**src/rtl/dsc_pkg.sv**
```systemverilog
package dsc_pkg;

  typedef enum logic [3:0] {
    CK_STANDBY  = 4'd0,
    CK_READ     = 4'd1,
    CK_WR_WORD  = 4'd2,
    CK_WR_UPPER = 4'd3,
    CK_WR_LOWER = 4'd4,
    CK_RMW      = 4'd5,
    CK_PAGE     = 4'd6,
    CK_CBR      = 4'd7,
    CK_ROR      = 4'd8,
    CK_HIDDEN   = 4'd9,
    CK_INDET    = 4'd10
  } cyc_kind_e;

  localparam int unsigned CAS_CNT_W = 2;

  typedef struct packed {
    logic                 cas_held;  // column strobe stayed low across a row rise
    logic                 rf_cbr;    // column low at row fall, fresh
    logic                 rf_hid;    // column low at row fall, carried over
    logic [CAS_CNT_W-1:0] cas_cnt;   // saturating column fall count
    logic                 early;
    logic                 ew_u;
    logic                 ew_l;
    logic                 oe_rd;     // output enable seen during column low
    logic                 late_ok;
    logic                 late_bad;
  } trk_state_t;

endpackage

```
**src/rtl/dsc_sync.sv**
```systemverilog
module dsc_sync #(
  parameter int unsigned W       = 1,
  parameter logic [W-1:0] RST_VAL = '0
) (
  input  logic         clk,
  input  logic         rst_n,
  input  logic [W-1:0] d,
  output logic [W-1:0] q
);

  logic [W-1:0] meta_q;

  always_ff @(posedge clk or negedge rst_n) begin
    if (!rst_n) begin
      meta_q <= RST_VAL;
      q      <= RST_VAL;
    end else begin
      meta_q <= d;
      q      <= meta_q;
    end
  end

endmodule

```
**src/rtl/dsc_track.sv**
```systemverilog
module dsc_track
  import dsc_pkg::*;
#(
  parameter int unsigned ADDR_W = 8
) (
  input  logic              clk,
  input  logic              rst_n,
  input  logic              ras_s,
  input  logic              cas_s,
  input  logic              wu_s,
  input  logic              wl_s,
  input  logic              oe_s,
  input  logic [ADDR_W-1:0] addr_s,
  output logic              rep_valid,
  output cyc_kind_e         rep_code,
  output logic [ADDR_W-1:0] rep_row,
  output logic [ADDR_W-1:0] rep_col
);

  localparam logic [CAS_CNT_W-1:0] CNT_MAX = {CAS_CNT_W{1'b1}};

  logic ras_p, cas_p, wu_p, wl_p;
  logic ras_fall, ras_rise, cas_fall, cas_rise, we_fall, in_row;

  trk_state_t         st_q, st_d;
  logic [ADDR_W-1:0]  row_q, row_d, col_q, col_d;
  logic               vld_q, vld_d;
  cyc_kind_e          code_q, code_d, cls;
  logic [ADDR_W-1:0]  rrow_q, rcol_q;

  assign ras_fall = ras_p & ~ras_s;
  assign ras_rise = ~ras_p & ras_s;
  assign cas_fall = cas_p & ~cas_s;
  assign cas_rise = ~cas_p & cas_s;
  assign we_fall  = (wu_p & ~wu_s) | (wl_p & ~wl_s);
  assign in_row   = ~ras_s;

  // state update
  always_comb begin
    st_d  = st_q;
    row_d = row_q;
    col_d = col_q;
    if (ras_fall) begin
      st_d.rf_cbr   = ~cas_s & ~st_q.cas_held;
      st_d.rf_hid   = ~cas_s & st_q.cas_held;
      st_d.cas_cnt  = '0;
      st_d.early    = 1'b0;
      st_d.ew_u     = 1'b0;
      st_d.ew_l     = 1'b0;
      st_d.oe_rd    = 1'b0;
      st_d.late_ok  = 1'b0;
      st_d.late_bad = 1'b0;
      row_d         = addr_s;
    end
    if (cas_rise) st_d.cas_held = 1'b0;
    if (ras_rise && !cas_s) st_d.cas_held = 1'b1;
    if (in_row && cas_fall) begin
      col_d = addr_s;
      if (st_d.cas_cnt == '0 && (!wu_s || !wl_s)) begin
        st_d.early = 1'b1;
        st_d.ew_u  = ~wu_s;
        st_d.ew_l  = ~wl_s;
      end
      if (st_d.cas_cnt != CNT_MAX) st_d.cas_cnt = st_d.cas_cnt + 1'b1;
    end
    if (in_row && !cas_s && !oe_s) st_d.oe_rd = 1'b1;
    if (in_row && !cas_s && we_fall && !ras_fall && st_q.cas_cnt != '0 &&
        !st_d.early && !st_d.late_ok && !st_d.late_bad) begin
      if (st_d.oe_rd) st_d.late_ok  = 1'b1;
      else            st_d.late_bad = 1'b1;
    end
  end

  // classification of the closing row period
  always_comb begin
    if (st_q.rf_hid)                  cls = CK_HIDDEN;
    else if (st_q.rf_cbr)             cls = CK_CBR;
    else if (st_q.cas_cnt == '0)      cls = CK_ROR;
    else if (st_q.cas_cnt > 1)        cls = CK_PAGE;
    else if (st_q.early) begin
      if (st_q.ew_u && st_q.ew_l)     cls = CK_WR_WORD;
      else if (st_q.ew_u)             cls = CK_WR_UPPER;
      else                            cls = CK_WR_LOWER;
    end
    else if (st_q.late_bad)           cls = CK_INDET;
    else if (st_q.late_ok)            cls = CK_RMW;
    else                              cls = CK_READ;
    vld_d  = ras_rise;
    code_d = ras_rise ? cls : CK_STANDBY;
  end

  always_ff @(posedge clk or negedge rst_n) begin
    if (!rst_n) begin
      ras_p  <= 1'b1;
      cas_p  <= 1'b1;
      wu_p   <= 1'b1;
      wl_p   <= 1'b1;
      st_q   <= '0;
      row_q  <= '0;
      col_q  <= '0;
      vld_q  <= 1'b0;
      code_q <= CK_STANDBY;
      rrow_q <= '0;
      rcol_q <= '0;
    end else begin
      ras_p  <= ras_s;
      cas_p  <= cas_s;
      wu_p   <= wu_s;
      wl_p   <= wl_s;
      st_q   <= st_d;
      row_q  <= row_d;
      col_q  <= col_d;
      vld_q  <= vld_d;
      code_q <= code_d;
      if (ras_rise) begin
        rrow_q <= row_q;
        rcol_q <= col_q;
      end
    end
  end

  assign rep_valid = vld_q;
  assign rep_code  = code_q;
  assign rep_row   = rrow_q;
  assign rep_col   = rcol_q;

  // report is a single clock wide
  a_r2_single_pulse: assert property (@(posedge clk) disable iff (!rst_n)
    vld_q |=> !vld_q);

  // report only follows a synchronised row strobe rise
  a_r2_after_rise: assert property (@(posedge clk) disable iff (!rst_n)
    vld_q |-> $past(ras_rise));

  // early, good late and bad late writes are exclusive
  a_r6_write_kind_excl: assert property (@(posedge clk) disable iff (!rst_n)
    $onehot0({st_q.early, st_q.late_ok, st_q.late_bad}));

  // a row period cannot be both refresh kinds
  a_r8_refresh_excl: assert property (@(posedge clk) disable iff (!rst_n)
    !(st_q.rf_cbr && st_q.rf_hid));

endmodule

```
**src/rtl/dram_cycle_classifier.sv**
```systemverilog
module dram_cycle_classifier
  import dsc_pkg::*;
#(
  parameter int unsigned ADDR_W = 8
) (
  input  logic              clk,
  input  logic              rst_n,
  input  logic              ras_n,
  input  logic              cas_n,
  input  logic              wu_n,
  input  logic              wl_n,
  input  logic              oe_n,
  input  logic [ADDR_W-1:0] addr,
  output logic              cyc_valid,
  output logic [3:0]        cyc_code,
  output logic [ADDR_W-1:0] cyc_row,
  output logic [ADDR_W-1:0] cyc_col,
  output logic              cyc_ambig
);

  localparam int unsigned CTL_W = 5;

  logic             rst_meta, rst_sync;
  logic [CTL_W-1:0] ctl_s;
  logic [ADDR_W-1:0] addr_s;
  cyc_kind_e        code;

  // reset asserts at once, releases on the clock
  always_ff @(posedge clk or negedge rst_n) begin
    if (!rst_n) begin
      rst_meta <= 1'b0;
      rst_sync <= 1'b0;
    end else begin
      rst_meta <= 1'b1;
      rst_sync <= rst_meta;
    end
  end

  dsc_sync #(.W(CTL_W), .RST_VAL({CTL_W{1'b1}})) u_sync_ctl (
    .clk   (clk),
    .rst_n (rst_sync),
    .d     ({ras_n, cas_n, wu_n, wl_n, oe_n}),
    .q     (ctl_s)
  );

  dsc_sync #(.W(ADDR_W), .RST_VAL('0)) u_sync_addr (
    .clk   (clk),
    .rst_n (rst_sync),
    .d     (addr),
    .q     (addr_s)
  );

  dsc_track #(.ADDR_W(ADDR_W)) u_track (
    .clk       (clk),
    .rst_n     (rst_sync),
    .ras_s     (ctl_s[4]),
    .cas_s     (ctl_s[3]),
    .wu_s      (ctl_s[2]),
    .wl_s      (ctl_s[1]),
    .oe_s      (ctl_s[0]),
    .addr_s    (addr_s),
    .rep_valid (cyc_valid),
    .rep_code  (code),
    .rep_row   (cyc_row),
    .rep_col   (cyc_col)
  );

  assign cyc_code  = code;
  assign cyc_ambig = cyc_valid && (code == CK_INDET);

  // a valid report never carries the idle code
  a_r2_no_standby_report: assert property (@(posedge clk) disable iff (!rst_sync)
    cyc_valid |-> (cyc_code != CK_STANDBY));

endmodule

```
**config.mk**
```make
export PLATFORM = sky130hd
export DESIGN_NAME = dram_cycle_classifier
export DESIGN_NICKNAME = d
export VERILOG_FILES = /design/src/rtl/dsc_pkg.sv /design/src/rtl/dsc_sync.sv /design/src/rtl/dsc_track.sv /design/src/rtl/dram_cycle_classifier.sv
export SDC_FILE = /design/constraint.sdc
export NUM_CORES = 1
export LEC_CHECK = 0
export BUFFER_PORTS_ARGS = -buffer_cell sky130_fd_sc_hd__buf_2
export CORE_ASPECT_RATIO = 0.9
export CORE_MARGIN = 5
export CORE_UTILIZATION = 60
export CTS_CLUSTER_DIAMETER = 30
export DETAILED_ROUTE_END_ITERATION = 6
export GPL_TIMING_DRIVEN = 0
export PLACE_DENSITY = 0.87
export SYNTH_ARGS = -nofsm -noshare
export SYNTH_HDL_FRONTEND = slang
export SYNTH_HIERARCHICAL = 1
export SYNTH_SLANG_ARGS = --single-unit
```
**constraint.sdc**
```tcl
create_clock -name clk -period 4 [get_ports clk]
set_clock_uncertainty 0.1 [all_clocks]
set_input_delay 0.8 -clock clk [delete_from_list [all_inputs] [get_ports clk]]
set_output_delay 0.8 -clock clk [all_outputs]
set_load 0.05 [all_outputs]
```
Yosys cells after proc, flatten, opt, wreduce, memory -nomap -nowiden
Cells that the tools add are included.

Input bits: 15. Output and inout port bits: 22. Word-level logic and storage cells: 92. Register bits: 80.

$add $sub $neg: 1. Eq/ne operators: 2. Reductions and logical operators: 26. Mux-type cells: 20. $lt $le $gt $ge: 1. Bitwise gates (word level): 16.

Operators with widths (count): two-way mux 4 bit (8); logical AND 1 bit (13); two-way mux 3 bit (3); bitwise AND 1 bit (8); zero test 1 bit (8); two-way mux 8 bit (1); inverter 1 bit (7); two-way mux 1 bit (5); two-way mux 5 bit (1); == test 4 bit, second input constant (1); zero test 2 bit (2); two-way mux 2 bit (2); nonzero test 2 bit (2); adder 2 x 1 -> 2 bit, second input constant (1); greater-than comparator 2 x 1 -> 1 bit, second input constant (1); != test 2 bit, second input constant (1); logical OR 1 bit (1); bitwise OR 1 bit (1).

Depth between registers and ports, before layout
Gate-level depths: netlist of run 1.

Depth after elaboration: 12. Depth in mapped cells: 5. Depth with buffers taken out: 5.

Cells and area by module
The synthesis of run 1 kept the hierarchy.

Modules (own cells, without submodules): dsc_track (area each 2024.4 sq um, times used 1, cells an instance 195, sequential area each 1306.3 sq um); dsc_sync at u_sync_addr (area each 400.4 sq um, times used 1, cells an instance 16, sequential area each 400.4 sq um); dsc_sync at u_sync_ctl (area each 262.8 sq um, times used 1, cells an instance 10, sequential area each 262.8 sq um); dram_cycle_classifier (area each 86.3 sq um, times used 1, cells an instance 5, sequential area each 50.0 sq um).

Least setup slack after synthesis of run 1
OpenSTA, ideal clock, no wires.

Path type: reg2out. From: register u_track.code_q[0], in the netlist u_track/rep_code[0]. To: output cyc_ambig. Cell stages (with the launch flop): 3. Required time: 3.100 ns. Arrival: 1.470 ns. Path buffers: 0. Slack: 1.630 ns. Cells stage by stage: dfrtp_1 nand3b_4 nor3b_2.

Longest elaborated chain between the ends: 2.

RTL lines: start: declaration (line dsc_track.sv:28) `cyc_kind_e code_q, code_d, cls;`; start signal: assignment (line dsc_track.sv:114) `code_q <= code_d;`; == test 4 bit (line dram_cycle_classifier.sv:69) `assign cyc_ambig = cyc_valid && (code == CK_INDET);`; logical AND 1 bit (line dram_cycle_classifier.sv:69); end: declaration (line dram_cycle_classifier.sv:18) `output logic cyc_ambig`.

No other way between the ends.

Final worst setup path of run 1
Same ends and word-level chain as after synthesis.

==> summary.md, run 1 <==
| Metric | Value |
|---|---|
| CP endpoint kind | output port |
| Rows | 23 |
| Data arrival time of the worst path | 1.32 ns |
| Routed WL per cell | 13.89 um |
| Die Y | 74.51 um |
| Drt pass-1 iters | 4 |
| Clk Latency, worst-skew pair | 0.34 ns |
| Core Region | 4461 um^2 |
| FMAX | 0.4505 GHz |
| Actual slew at the worst max-slew pin | 0.9428 ns |
| Maximum vdd ir drop | 365.4 uV |
| Asr flop ratio synth | 100.0% |
| Initial antenna violation count | 0 |
| Fin crit share | 55.49% |
| Post_cts resized | 0 |
| Clock transition at the registers of the reported paths | 0.08 ns |
| Post-CTS Setup Inserts | 0 |
| Worst Setup SP | u_track/rep_code[0]$_DFF_PN0_ |
| Fin crit period | 2.220 ns |
| Vias in the first global route | 1718 |
| Startpoint Class | register |
| Hold WS | 0.1360 ns |
| Root Buffer Master | clkbuf_8 |
| Clock sinks | 80 |
| Final net count | 288 |
| Crit Path Max Fanout | 2 |
| HPWL after DPL | 3055 um |
| Hold-fix buffers, CTS | 0 |
| Total track usage | 17.99% |
| PnR worst setup slack | 1.780 ns |
| Bufs on Longest Clock Path | 2 |
| IO Port Bufs | 36 |
| DRC violations left | 0 |
| Status | finished, final reports clean |
| Vias per cell | 5.071 |
| R2R setup slack | 2.31 ns |
| Pint | 1.267 mW |
| CP Capture Point | cyc_ambig |
| Filler cell count | 314 |
| Number of antenna diodes | 0 |
| GPL Wtd Cong | 0.7895 |
| Crit-path slowest cell | dfrtp_1 |
| Crit path buffers/inverters | 1 |
| Post-synthesis register bit count | 80 |
| Total grt overflow | 0 |
| Boundary Pins | 37 |
| Seq/Total Area, Yosys | 72.80% |
| Number of synthesized flops with an enable pin | 0 |
| Top cells by count, synth | nand2_1, dfrtp_1, dfstp_2 |
| Net Switching | 531.8 uW |
| Yosys top cell area share | 59.54% |
| Pwr per Cell Area | 558.3 nW/um^2 |
| Worst path max stage delay | 0.39 ns |
| Req. time, crit path | 3.10 ns |
| Clock share of power | 31.1% |
| Primary FF master, synth | dfrtp_1 |
| Unrepaired setup endpoints after global routing | no |
| Crit path cell chain | nand3b_4 > nor3b_2 > buf_2 |
| Slew HR | 37.15% |
| Synth Area per Inst | 12.27 um^2 |
| Final setup TNS | 0 ns |
| Slew Limit Fails | 0 |
| First DRT Iteration DRCs | 118 |
| Num CTS Buffers | 9 |
| Die area | 6085 um^2 |
| Yosys top cell by area | dfrtp_1 |
| TritonCTS clock tree | yes |
| FF-to-FF Start | u_track/cas_p$_DFF_PN1_ |
| Combinational share of power | 15.2% |
| Crit-path leading delay family | flip-flops |
| Synth top area cells | dfrtp_1, dfstp_2, nand2_1 |
| Register share of total power | 53.7% |
| Share of layout cells above drive strength 1 | 31.05% |
| Largest net degree at the start of global routing | 79 |
| First-pass GRT wire length | 7900 um |
| Most common cell in the netlist | nand2_1 |
| Worst setup path class | reg -> out |
| FF-to-FF End | u_track/col_q[2]$_DFFE_PN0N_ |
| Finished Core Util | 72.23% |
| Yosys Warn Count | 6 |
| Die span in x | 81.67 um |
| Starting Density | 62.19% |
| H-tree depth | 3 |
| Post-Syn Instances | 226 |
| Final ANT Viol Nets | 0 |
| Hold WC Path Type | in -> async |
| Sw Ratio | 29.57% |
| Syn_nets | 241 |
| Vias | 1719 |
| Final WL | 4709 um |
| R2R depth | 3 |
| Max cap viols | 0 |
| Endpoints failing hold | 0 |
| Placement Setup Slack | 2.136 ns |
| Leakage | 1.635 nW |
| Distinct cells, synth | 28 |
| Levels on crit path | 3 |
| Cell Area, Synth | 2774 um^2 |
| Final setup fails | 0 |
| Area Overhead vs Synth | 16.15% |
==> registers in the layout (all words and copies together) (netlist names), 8 cells and up <==
signal	count
u_track/row_q	8
u_sync_addr/meta_q	8
u_track/st_q	11
u_track/rep_col	8
u_track/rep_row	8
u_sync_addr/q	8
u_track/col_q	8
==> power by group through the flow <==
stage | logic [mW] | clock network [mW] | registers (mW)
after detailed placement | 0.273 | 0 | 0.982
after global routing | 0.295 | 0.608 | 0.980
after CTS | 0.275 | 0.571 | 0.967
after floorplan | 0.0913 | 0 | 1.08
after global placement | 0.266 | 0 | 0.975
final | 0.273 | 0.560 | 0.966
==> kinds of logic (layout without fill, tap and decap cells) <==
| kind of cell | after synthesis | in the layout | share of synthesized area [%] |
|---|---|---|---|
| compound gates | 18 | 18 | 4.601 |
| buf+inv | 12 | 63 | 2.255 |
| flops | 80 | 80 | 72.80 |
| mux | 8 | 8 | 3.248 |
| other cells | 1 | 1 | 0.1352 |
| simple gates | 107 | 107 | 16.96 |
==> final cells by class <==
| cell class | count | area (um^2) | area share (%) |
|---|---|---|---|
| buffer | 7 | 43.79 | 1.359 |
| clock inverter | 4 | 55.05 | 1.709 |
| sequential | 80 | 2023 | 62.80 |
| tap | 62 | 77.57 | 2.408 |
| multi-input combinational | 134 | 691.9 | 21.48 |
| timing repair buffer | 36 | 180.2 | 5.592 |
| inverter | 5 | 18.77 | 0.5825 |
| clock buffer | 11 | 131.4 | 4.078 |
==> through the flow <==
stage          power [mW]  area, um^2  std cells
2_1_floorplan       1.176        2774        226
3_3_place_gp        1.241        3032        324
3_5_place_dp        1.255        3035        324
4_1_cts             1.814        3222        339
5_1_grt             1.883        3222        339
6_report            1.799        3222        339
==> routing by layer <==
metal | vias to the layer above | global-route usage, % | wire (um)
met4 | 0 | 9.410 | 104
met3 | 11 | 4.116 | 251
met5 | - | 0 | 0
met1 | 847 | 22.61 | 2044
li1 | 815 | - | -
met2 | 46 | 29.48 | 2308
==> cell usage in the layout (no fill, tap or decap), types with 2 or more instances in the layout <==
cell type,instances
nor2_1,6
o22ai_1,2
mux2_2,8
clkbuf_8,9
nor3b_2,2
buf_2,41
o21ai_0,5
clkbuf_1,2
nand3_1,3
and3_1,2
inv_1,4
o31ai_1,3
dfstp_2,14
nor3_1,2
a21oi_1,4
nand2b_1,3
dfrtp_1,65
nand2_1,85
==> how the worst min path moves through the flow <==
stage | endpoint | depth (start not counted) | from | slack [ns]
final | rst_sync$_DFF_PN0_ | 1 | rst_n | 0.14
after floorplan | rst_sync$_DFF_PN0_ | 0 | rst_meta$_DFF_PN0_ | 0.23
after global placement | u_sync_addr/q[3]$_DFF_PN0_ | 0 | u_sync_addr/meta_q[3]$_DFF_PN0_ | 0.23
after detailed placement | u_sync_addr/q[1]$_DFF_PN0_ | 0 | u_sync_addr/meta_q[1]$_DFF_PN0_ | 0.23
after global routing | rst_sync$_DFF_PN0_ | 1 | rst_n | 0.11
after CTS | rst_sync$_DFF_PN0_ | 1 | rst_n | 0.12
==> worst register-to-register path: stages (launching register included) <==
cell	delay, ns
dfstp_2	0.53
nor3b_2	0.32
buf_4	0.27
mux2_2	0.36
(Power assumes the default switching activity.)
==> run 2, diff against run 1 <==
--- a/config.mk
+++ b/config.mk
@@ -8,11 +8,11 @@
 export BUFFER_PORTS_ARGS = -buffer_cell sky130_fd_sc_hd__buf_2
 export CORE_ASPECT_RATIO = 0.9
 export CORE_MARGIN = 5
-export CORE_UTILIZATION = 60
+export CORE_UTILIZATION = 56
 export CTS_CLUSTER_DIAMETER = 30
 export DETAILED_ROUTE_END_ITERATION = 6
 export GPL_TIMING_DRIVEN = 0
-export PLACE_DENSITY = 0.87
+export PLACE_DENSITY = 0.82
 export SYNTH_ARGS = -nofsm -noshare
 export SYNTH_HDL_FRONTEND = slang
 export SYNTH_HIERARCHICAL = 1
==> constraint.sdc (replaced) <==
create_clock -name clk -period 2.15 [get_ports clk]
set_clock_uncertainty 0.1 [all_clocks]
set_input_delay 0.43 -clock clk [delete_from_list [all_inputs] [get_ports clk]]
set_output_delay 0.43 -clock clk [all_outputs]
set_load 0.05 [all_outputs]
==> summary.md, run 2 (same netlist as run 1, synthesis figures left out) <==
| Metric | Value |
|---|---|
| Post_cts resized | 0 |
| H-tree depth | 3 |
| Final net count | 290 |
| Clock share of power | 30.9% |
| Boundary Pins | 37 |
| Placed instance area | 3067 um^2 |
| Clock transition at the registers of the reported paths | 0.08 ns |
| Hold WS | 0.07931 ns |
| TritonCTS clock tree | yes |
| Register share of total power | 53.0% |
| GPL Wtd Cong | 0.7552 |
| Unrepaired setup endpoints after global routing | no |
| Bufs on Longest Clock Path | 2 |
| Starting Density | 57.38% |
| Die area | 6463 um^2 |
| Total track usage | 17.06% |
| Final setup fails | 0 |
| Area Overhead vs Synth | 17.59% |
| Hold-fix buffers, CTS | 1 |
| Share of layout cells above drive strength 1 | 31.54% |
| Layout Cells excl Fill | 344 |
| Routed WL per cell | 14.03 um |
| Largest net degree at the start of global routing | 64 |
| Number of antenna diodes | 0 |
| Net Switching | 990.9 uW |
| Fin crit period | 1.857 ns |
| Worst setup path class | reg -> out |
| Crit path buffers/inverters | 1 |
| Fin crit share | 86.38% |
| Final WL | 4828 um |
| Die Y | 76.77 um |
| Number of flip-flops in the largest register | 11 |
| Max cap viols | 0 |
| Hold WC Path Type | in -> reg |
| Data arrival time of the worst path | 1.33 ns |
| Final instance area | 3262 um^2 |
| Leakage | 1.658 nW |
| Clock sinks | 80 |
| First DRT Iteration DRCs | 107 |
| CP endpoint kind | output port |
| Crit-path leading delay family | flip-flops |
| Most common cell after layout, fill and taps aside | nand2_1 |
| Rows | 24 |
| Num CTS Buffers | 9 |
| Sw Ratio | 29.58% |
| Final setup TNS | 0 ns |
| Combinational share of power | 16.0% |
| Status | finished, final reports clean |
| Req. time, crit path | 1.62 ns |
| Final ANT Viol Nets | 0 |
| HPWL after DPL | 3265 um |
| Clk Latency, worst-skew pair | 0.34 ns |
| Root Buffer Master | clkbuf_8 |
| Placement Setup Slack | 0.4630 ns |
| Initial antenna violation count | 0 |
| Vias per cell | 4.959 |
| Largest Register | u_track/st_q |
| Startpoint Class | register |
| Crit-path slowest cell | dfrtp_1 |
| First-pass GRT wire length | 8480 um |
| Maximum vdd ir drop | 558.3 uV |
| Total grt overflow | 0 |
| Slew Limit Fails | 0 |
| Pint | 2.359 mW |
| Crit path cell chain | nand3b_4 > nor3b_2 > buf_2 |
| Core Region | 4835 um^2 |
| FMAX | 0.5384 GHz |
| Most frequent cells in the layout | nand2_1, dfrtp_1, buf_2 |
| Vias | 1706 |
| IO Port Bufs | 36 |
| Endpoints failing hold | 0 |
| Vias in the first global route | 1799 |
| Crit Path Max Fanout | 2 |
| Worst path max stage delay | 0.38 ns |
| Post-CTS Setup Inserts | 0 |
| PnR worst setup slack | 0.2927 ns |
| Pwr per Cell Area | 1027 nW/um^2 |
| Die span in x | 84.19 um |
| DRC violations left | 0 |
| Cell total after placement | 328 |
| Drt pass-1 iters | 4 |
-- run 2: path summary, 6_finish.rpt --
| kind | from | end | slack (ns) | cells after the start |
|---|---|---|---|---|
| min in group asynchronous | rst_sync$_DFF_PN0_ | u_track/rep_col[1]$_DFFE_PN0P_ | 0.09 | 0 |
| worst max-delay path | u_track/rep_code[0]$_DFF_PN0_ | cyc_ambig | 0.29 | 3 |
| worst min register to register | rst_sync$_DFF_PN0_ | u_track/rep_col[1]$_DFFE_PN0P_ | 0.09 | 0 |
| max in group asynchronous | rst_sync$_DFF_PN0_ | u_track/cas_p$_DFF_PN1_ | 1.28 | 1 |
| worst max register to register | u_sync_ctl/q[4]$_DFF_PN1_ | u_track/rep_row[1]$_DFFE_PN0P_ | 0.45 | 5 |
| worst min-delay path | cas_n | u_sync_ctl/meta_q[3]$_DFF_PN1_ | 0.08 | 1 |
-- run 2: stage by stage --
| step | utilization (%) | power, mW |
|---|---|---|
| 5_1_grt | 67.47 | 3.527 |
| 4_1_cts | 67.47 | 3.393 |
| 3_3_place_gp | 62.81 | 2.309 |
| 6_report | 67.47 | 3.350 |
| 2_1_floorplan | - | 2.188 |
| 3_5_place_dp | 63.43 | 2.346 |
-- run 2: metal layers --
| metal | up-vias | global-route usage [%] | wire, um |
|---|---|---|---|
| met3 | 10 | 6.002 | 298 |
| met4 | 0 | 9.325 | 120 |
| met2 | 45 | 25.79 | 2352 |
| met1 | 828 | 21.48 | 2057 |
| met5 | - | 0 | 0 |
| li1 | 823 | - | - |
-- run 2: worst register-to-register path, stage by stage, from the launching register on --
cell and delay, ns:
dfstp_2 0.61, or2b_1 0.26, clkinv_1 0.21, buf_2 0.28, nand2_1 0.10, nand2_1 0.08
-- run 2: cell type report --
type / instances / area [um^2]
buffer: 7 / 43.79
clock buffer: 10 / 127.6
clock inverter: 5 / 57.56
fill: 349 / 1573
inverter: 5 / 18.77
multi-input combinational: 134 / 691.9
sequential: 80 / 2023
tap: 65 / 81.33
timing repair buffer: 38 / 217.7
-- run 2: power by group through the flow --
stage                     Clock, mW  Combinational [mW]  Sequential [mW]
after floorplan                   0               0.170             2.02
after global placement            0               0.496             1.81
after detailed placement          0               0.540             1.81
after CTS                      1.07               0.544             1.78
after global routing           1.14               0.582             1.80
final                          1.04               0.537             1.78
==> run 3, diff against run 2 <==
--- a/config.mk
+++ b/config.mk
@@ -5,14 +5,13 @@
 export SDC_FILE = /design/constraint.sdc
 export NUM_CORES = 1
 export LEC_CHECK = 0
-export BUFFER_PORTS_ARGS = -buffer_cell sky130_fd_sc_hd__buf_2
-export CORE_ASPECT_RATIO = 0.9
 export CORE_MARGIN = 5
-export CORE_UTILIZATION = 56
+export CORE_UTILIZATION = 61
 export CTS_CLUSTER_DIAMETER = 30
 export DETAILED_ROUTE_END_ITERATION = 6
+export DONT_BUFFER_PORTS = 1
 export GPL_TIMING_DRIVEN = 0
-export PLACE_DENSITY = 0.82
+export PLACE_DENSITY = 0.81
 export SYNTH_ARGS = -nofsm -noshare
 export SYNTH_HDL_FRONTEND = slang
 export SYNTH_HIERARCHICAL = 1
==> summary.md, run 3 (same netlist as run 1, synthesis figures left out) <==
| Metric | Value |
|---|---|
| DRC violations left | 0 |
| Drt pass-1 iters | 4 |
| Initial antenna violation count | 0 |
| Clk Latency, worst-skew pair | 0.34 ns |
| Vias in the first global route | 1718 |
| Actual slew at the worst max-slew pin | 0.5626 ns |
| First-pass GRT wire length | 8383 um |
| Area Overhead vs Synth | 15.65% |
| Slew HR | 62.45% |
| Vias per cell | 5.294 |
| Starting Density | 63.27% |
| Final WL | 4853 um |
| Clock transition at the registers of the reported paths | 0.08 ns |
| TritonCTS clock tree | yes |
| Finished Core Util | 73.17% |
| Largest net degree at the start of global routing | 59 |
| Maximum vdd ir drop | 981.6 uV |
| Startpoint Class | register |
| Total grt overflow | 0 |
| Unrepaired setup endpoints after global routing | no |
| Num CTS Buffers | 9 |
| Max cap viols | 0 |
| Crit path buffers/inverters | 0 |
| Most frequent cells in the layout | nand2_1, dfrtp_1, dlygate4sd3_1, dfstp_2, clkbuf_8 |
| Root Buffer Master | clkbuf_8 |
| FMAX | 0.4764 GHz |
| Cell total after placement | 279 |
| Die span in x | 77.44 um |
| Crit path cell chain | nor3b_4 |
| Boundary Pins | 37 |
| Share of layout cells above drive strength 1 | 21.40% |
| Clock sinks | 80 |
| HPWL after DPL | 3041 um |
| First DRT Iteration DRCs | 116 |
| Final ANT Viol Nets | 0 |
| Crit Path Max Fanout | 2 |
| Leakage | 1.546 nW |
| CP endpoint kind | output port |
| Total track usage | 18.18% |
| Slew Limit Fails | 0 |
| Req. time, crit path | 1.62 ns |
| Core Region | 4384 um^2 |
| Rows | 24 |
| Routed WL per cell | 15.71 um |
| Post-CTS Setup Inserts | 0 |
| Fin crit period | 2.099 ns |
| IO Port Bufs | 0 |
| Crit-path slowest cell | dfrtp_1 |
| Vias | 1636 |
| Endpoints failing hold | 0 |
| Worst path max stage delay | 0.64 ns |
| Hold WC Path Type | reg -> async |
| Worst setup path class | reg -> out |
| Layout Cells excl Fill | 309 |
| GPL Wtd Cong | 0.7352 |
| Final setup TNS | 0 ns |
| Largest Register | u_track/st_q |
| H-tree depth | 3 |
| Status | finished, final reports clean |
| Die area | 5996 um^2 |
| Final net count | 267 |
| Pwr per Cell Area | 1033 nW/um^2 |
| Die Y | 77.44 um |
| Final setup fails | 0 |
| Number of flip-flops in the largest register | 11 |
| Most common cell after layout, fill and taps aside | nand2_1 |
| Number of antenna diodes | 0 |
| Bufs on Longest Clock Path | 2 |
| Data arrival time of the worst path | 1.57 ns |
| Fin crit share | 97.63% |
| Crit-path leading delay family | flip-flops |
==> run 3: changes by cell type in the layout (fill, tap and decap cells not counted) <==
cell,previous run,this run
dfrtp_1,65,62
clkinvlp_4,0,1
nor3b_4,0,1
buf_2,41,5
clkinv_4,1,0
dfrtp_2,0,3
dlygate4sd3_1,1,14
nor3b_2,2,1
clkbuf_1,1,2
==> run 3: routing by layer <==
layer	vias up	wire length (um)	GRT usage (%)
met5	-	0	0
met1	819	2041	23.19
met4	0	34	7.732
met3	4	240	5.324
met2	39	2537	29.21
li1	774	-	-
==> run 3: metrics by stage <==
stage | power [mW] | worst slack, ns | hold slack, ns | area (um^2)
after floorplan | 2.188 | 0.1503 | 0.03441 | 2775
after global placement | 2.244 | 0.1161 | 0.03449 | 2840
after detailed placement | 2.276 | 0.1115 | 0.03448 | 2870
after CTS | 3.360 | 0.02386 | 0.1159 | 3208
after global routing | 3.493 | 0.007585 | 0.1362 | 3208
final | 3.314 | 0.05105 | 0.1108 | 3208
==> run 3: layout make-up <==
class | instances | area (um^2)
repair buffers | 15 | 167.7
clock inverters | 5 | 56.30
multi-input cells | 134 | 698.2
well taps | 52 | 65.06
flip-flops and latches | 80 | 2027
inverters | 5 | 18.77
plain buffers | 7 | 43.79
fillers | 285 | 1176
clock buffers | 11 | 131.4
==> run 3: report_power, final <==
group	total, mW	internal, mW	switching (mW)
clock	1.05	0.537	0.508
sequential	2.01	1.67	0.340
combinational	0.255	0.116	0.139
==> run 3: final timing paths <==
| check | from | end | slack, ns | cells after the start |
|---|---|---|---|---|
| hold / removal | rst_sync$_DFF_PN0_ | u_track/st_q[1]$_DFF_PN0_ | 0.11 | 0 |
| setup reg to reg | u_track/cas_p$_DFF_PN1_ | u_track/col_q[7]$_DFFE_PN0N_ | 0.47 | 3 |
| min in group clk | u_sync_addr/meta_q[6]$_DFF_PN0_ | u_sync_addr/q[6]$_DFF_PN0_ | 0.25 | 0 |
| setup / recovery | u_track/rep_code[3]$_DFF_PN0_ | cyc_ambig | 0.05 | 1 |
| max in group asynchronous | rst_sync$_DFF_PN0_ | u_track/cas_p$_DFF_PN1_ | 1.26 | 1 |
| hold reg to reg | rst_sync$_DFF_PN0_ | u_track/st_q[1]$_DFF_PN0_ | 0.11 | 0 |
==> run 3: timing repair <==
item / in CTS / in global routing
hold buffers: 14 / 0
gates resized for setup: 4 / 0
endpoints found under the setup margin: 1 / 0
hold endpoints to repair: 15 / 0
